**src/rtl/card_irq_ctrl.sv**
```systemverilog
module card_irq_ctrl #(
  parameter int AW = 2,
  parameter logic [AW-1:0] A_STAT = 0,
  parameter logic [AW-1:0] A_MASK = 1,
  parameter logic [AW-1:0] A_D32 = 2,
  parameter logic [31:0] MASK_W = 32'h8B7F031D,
  parameter int NEV = 12
) (
  input  logic          clk,
  input  logic          rst_n,
  input  logic [AW-1:0] addr,
  input  logic          wr_en,
  input  logic [31:0]   wdata,
  output logic [31:0]   rdata,
  input  logic [NEV-1:0] evt,
  input  logic          cmd_busy,
  input  logic          card_det,
  input  logic          wr_prot,
  input  logic          dat3,
  input  logic          d32_rx,
  input  logic          d32_busy,
  output logic          irq
);
  localparam logic [31:0] FLAG_BITS = 32'h837F031D;

  logic [31:0] flags, mask, ev_set, stat_rd;
  logic [2:0]  s1, s2, sq;
  logic        mode, en_rx, en_busy;
  logic [1:0]  d32f;
  logic        st_wr, mk_wr, dc_wr;

  assign st_wr = wr_en && addr == A_STAT;
  assign mk_wr = wr_en && addr == A_MASK;
  assign dc_wr = wr_en && addr == A_D32;

  always_ff @(posedge clk) begin
    if (!rst_n) begin
      s1 <= '0; s2 <= '0; sq <= '0;
    end else begin
      s1 <= {dat3, wr_prot, card_det};
      s2 <= s1;
      sq <= s2;
    end
  end

  always_comb begin
    ev_set        = '0;
    ev_set[0]     = evt[0];
    ev_set[2]     = evt[1];
    ev_set[22:16] = evt[8:2];
    ev_set[24]    = evt[9];
    ev_set[25]    = evt[10];
    ev_set[31]    = evt[11];
    ev_set[3]     = sq[0] & ~s2[0];
    ev_set[4]     = s2[0] & ~sq[0];
    ev_set[8]     = sq[2] & ~s2[2];
    ev_set[9]     = s2[2] & ~sq[2];
  end

  always_ff @(posedge clk) begin
    if (!rst_n) begin
      flags <= '0;
      mask  <= MASK_W;
    end else begin
      flags <= ((st_wr ? (flags & wdata) : flags) | ev_set) & FLAG_BITS;
      if (mk_wr) mask <= wdata & MASK_W;
    end
  end

  always_ff @(posedge clk) begin
    if (!rst_n) begin
      mode <= 1'b0; en_rx <= 1'b0; en_busy <= 1'b0; d32f <= '0;
    end else begin
      if (dc_wr) begin
        mode    <= wdata[1];
        en_rx   <= wdata[11];
        en_busy <= wdata[12];
      end
      d32f <= ((dc_wr && wdata[10]) ? 2'b00 : d32f) | ({d32_busy, d32_rx} & {2{mode}});
    end
  end

  always_ff @(posedge clk) begin
    if (!rst_n) irq <= 1'b0;
    else        irq <= (|(flags & ~mask)) | (d32f[0] & en_rx) | (d32f[1] & en_busy);
  end

  always_comb begin
    stat_rd     = flags;
    stat_rd[5]  = s2[0];
    stat_rd[7]  = s2[1];
    stat_rd[10] = s2[2];
    stat_rd[29] = ~cmd_busy;
    stat_rd[30] = cmd_busy;
  end

  always_comb begin
    case (addr)
      A_STAT:  rdata = stat_rd;
      A_MASK:  rdata = mask;
      A_D32:   rdata = {16'h0, 3'b000, en_busy, en_rx, 1'b0, d32f, 6'b0, mode, 1'b0};
      default: rdata = '0;
    endcase
  end

  AST_FLAG_HOLD: assert property (@(posedge clk) disable iff (!rst_n)
    !$past(st_wr) |-> ((flags & $past(flags)) == $past(flags)));
  AST_EVENT_WINS: assert property (@(posedge clk) disable iff (!rst_n)
    $past(evt[0]) |-> flags[0]);
  AST_RSVD_ZERO: assert property (@(posedge clk) disable iff (!rst_n)
    (addr == A_STAT) |-> ((rdata & 32'h1C80F842) == 0));
  AST_BUSY_PAIR: assert property (@(posedge clk) disable iff (!rst_n)
    (addr == A_STAT) |-> (rdata[29] != rdata[30]));
  AST_IRQ_SOURCE: assert property (@(posedge clk) disable iff (!rst_n)
    $rose(irq) |-> $past((|(flags & ~mask)) || (d32f[0] && en_rx) || (d32f[1] && en_busy)));
  AST_D32_GATED: assert property (@(posedge clk) disable iff (!rst_n)
    !$past(mode) |-> ((d32f & ~$past(d32f)) == 2'b00));
endmodule

```
**config.mk**
```make
export PLATFORM = sky130hd
export DESIGN_NAME = card_irq_ctrl
export DESIGN_NICKNAME = d
export VERILOG_FILES = /design/src/rtl/card_irq_ctrl.sv
export SDC_FILE = /design/constraint.sdc
export NUM_CORES = 1
export LEC_CHECK = 0
export ABC_AREA = 1
export BUFFER_PORTS_ARGS = -buffer_cell sky130_fd_sc_hd__buf_2
export CORE_AREA = 4 4 76 78
export CTS_CLUSTER_DIAMETER = 120
export DETAILED_ROUTE_END_ITERATION = 6
export DIE_AREA = 0 0 80 82
export PLACE_DENSITY = 0.73
export SLEW_MARGIN = 20
export SYNTH_ARGS = -nofsm -noshare
export SYNTH_HDL_FRONTEND = slang
export SYNTH_SLANG_ARGS = --single-unit
```
**constraint.sdc**
```tcl
create_clock -name clk -period 1.7 [get_ports clk]
set_clock_uncertainty 0.05 [all_clocks]
set_input_delay 0.255 -clock clk [delete_from_list [all_inputs] [get_ports clk]]
set_output_delay 0.255 -clock clk [all_outputs]
set_load 0.02 [all_outputs]
```
==> metrics.txt <==
layout cell share with drive strength beyond 1 0.3333; Root Driver clkbuf_8; Synth cell types 25; total iterations of the first detailed-routing run 4; Avg Synthesized Cell Area about 7.8 um^2; switching share of power 0.2781; H-Tree Level Count 2; R2R Path End irq$_SDFF_PN0_; clk buf depth 2; beginning of the critical path addr[1]; synth top area cells dfxtp_1 (42%), nand2_1 (9.3%), o211ai_2 (8.4%); total placed instance area 0.002579 mm^2; worst r2r src mask[19]$_SDFFE_PN1P_; Clock Latency Late Sink 0.30 ns; Max Fclk around 710 MHz; P_int around 0.0016 W; Inserted Diodes 0; wire per inst between 10 and 15 um; Num Clock Sinks 47; CTS buffer count 5; DRC violations left 0; R2R depth 7; row cnt 26; Crit Path Max Fanout 16; Crit. End Element primary output; switching power approximately 0.0006 W; Final ANT Viol Nets 0; peak supply drop slightly below 500 uV; M1 WL ~2200 um; RSZ-0062 raised after global routing no; post-route cell area between 0.002 and 0.003 mm^2; max-capacitance violation count 0; gpl congestion around 0.81; worst reg2reg setup slack slightly below 0.7 ns; Critical Path Sink rdata[4]; Final Slew Violations 0; First DRT Iteration DRCs 86; largest net degree at the start of global routing 33; most common cell after layout, fill and taps aside buf_2; die height roughly 80 um; critical path arrival 1.11 ns; Synth area leader dfxtp_1; mapped cell area approximately 0.0022 mm^2; WS Path Type input pin to primary output; min Tclk post-route roughly 1.4 ns; post-CTS sizing 0; Post-Synthesis Cells 286; Seq/Total Area, Yosys 0.4220; Pleak ~1.4 nW; # Post-CTS Setup Buffers 0; Seq pwr share 0.546; Total GRT Usage 0.1545; initial antenna violation count 0; CTS tree built; DP HPWL roughly 3600 um; power share of the clock group 0.279; DR WL met2 between 2000 and 2500 um; Core Footprint a little over 0.005 mm^2; final hold vios 0; class of the worst hold path input pin to flop; global-route wire length before repair between 7000 and 8000 um; status completed; vias in the first global route 1756; cts hold-fix bufs 0; Synth Warn # 0; Clock transition at path regs ~0.08 ns; most frequent cells in the layout buf_2 (69), nand2_1 (55), inv_1 (48); power per cell area 822.8 mW/mm^2; I/O Buffers a little under 70; drt total wl about 5000 um; DIE AREA between 0.006 and 0.007 mm^2; Finish-stage setup viols 0; Via density approximately 4.6; nets between 400 and 500; setup_tns 0 ns; via count 1954; Gate power share 0.175; post-synth top area share 0.4220; met3 routed WL about 380 um; Req. time, crit path about 1.4 ns; IO Pins between 80 and 90; Starting Density 0.4393; Die Wd around 80 um; Top Metal Used met4; crit start category input pin; period utilisation layout 0.8323; synth-to-layout area growth 18.91%; post-synthesis sequential element count 47; grt ovf 0
[state kept, by name, indices dropped and copies added, names as in the netlist]
| register | count |
|---|---|
| mask | 17 |
| flags | 16 |
| irq | 1 |
| mode | 1 |
| en_rx | 1 |
| d32f | 2 |
| sq | 2 |
| en_busy | 1 |
| s1 | 3 |
| s2 | 3 |
[worst min-delay path by stage]
| stage | from | to | slack (ns) | cells after the start |
|---|---|---|---|---|
| after detailed placement | s1[0]$_SDFF_PN0_ | s2[0]$_SDFF_PN0_ | 0.35 | 2 |
| final | wr_prot | s1[1]$_SDFF_PN0_ | 0.09 | 3 |
| after floorplan | card_det | s1[0]$_SDFF_PN0_ | 0.30 | 2 |
| after global routing | card_det | s1[0]$_SDFF_PN0_ | 0.11 | 3 |
| after CTS | wr_prot | s1[1]$_SDFF_PN0_ | 0.09 | 3 |
| after global placement | s1[0]$_SDFF_PN0_ | s2[0]$_SDFF_PN0_ | 0.34 | 2 |
[metal layers]
| metal | up-vias | global-route usage |
|---|---|---|
| met4 | 0 | 0.04561 |
| met2 | 66 | 0.2699 |
| li1 | 1019 | - |
| met5 | - | 0 |
| met1 | 862 | 0.1918 |
| met3 | 7 | 0.03180 |
[worst max-delay path, cell delays in order]
cell     delay [ns]
buf_2          0.12
inv_1          0.12
nand2_4        0.15
o21ai_0        0.25
buf_2          0.21
[power groups by stage]
stage / sequential (W) / combinational, W / clock [W]
2_1_floorplan: 0.00121 / 0.000261 / 0
3_3_place_gp: 0.00121 / 0.000377 / 0
3_5_place_dp: 0.00122 / 0.000383 / 0
4_1_cts: 0.00119 / 0.000385 / 0.000627
5_1_grt: 0.00120 / 0.000424 / 0.000674
6_report: 0.00119 / 0.000381 / 0.000609
[layout make-up]
type                            instances  area (um^2)
Multi-Input combinational cell        177        963.4
Timing Repair Buffer                   73        387.9
Clock buffer                            6        72.57
Sequential cell                        47        940.9
Inverter                               51        198.9
Fill cell                             525         2424
Tap cell                               70        87.58
[Yosys cell counts]
| library cell | number |
|---|---|
| clkbuf_1 | 1 |
| nor2_1 | 15 |
| o211ai_1 | 2 |
| buf_4 | 8 |
| inv_1 | 48 |
| o211ai_2 | 15 |
| nand3_1 | 1 |
| o21ai_0 | 22 |
| nor2_2 | 1 |
| o22ai_1 | 2 |
| inv_6 | 1 |
| nand2_2 | 17 |
| nand3_2 | 2 |
| inv_4 | 1 |
| dfxtp_1 | 47 |
| o21ai_1 | 15 |
| a22oi_1 | 1 |
| buf_12 | 3 |
| nor2_4 | 1 |
| nand2_4 | 2 |
| nand2_1 | 55 |
| clkinv_1 | 1 |
| a21oi_1 | 19 |
| conb_1 | 1 |
| buf_2 | 5 |
[per-stage QoR]
stage / utilization / total power, W / instances / hold slack, ns / setup slack [ns]
2_1_floorplan: - / 0.001475 / 292 / 0.3026 / 0.3141
3_3_place_gp: 0.5081 / 0.001592 / 418 / 0.3443 / 0.3101
3_5_place_dp: 0.5081 / 0.001600 / 418 / 0.3533 / 0.2819
4_1_cts: 0.5224 / 0.002203 / 424 / 0.08587 / 0.2895
5_1_grt: 0.5224 / 0.002297 / 424 / 0.1108 / 0.1959
6_report: 0.5224 / 0.002181 / 424 / 0.08912 / 0.2850
[logic make-up (layout without fill, tap and decap cells)]
group,count (synthesis),count (layout),share of synthesized area
and+or+nand+nor,94,94,0.1947
AOI/OAI and AO/OA,76,76,0.2256
buffers and inverters,68,130,0.1560
DFF,47,47,0.4220
other,1,7,0.001682
No activity file was read; power rests on OpenSTA's default activity.
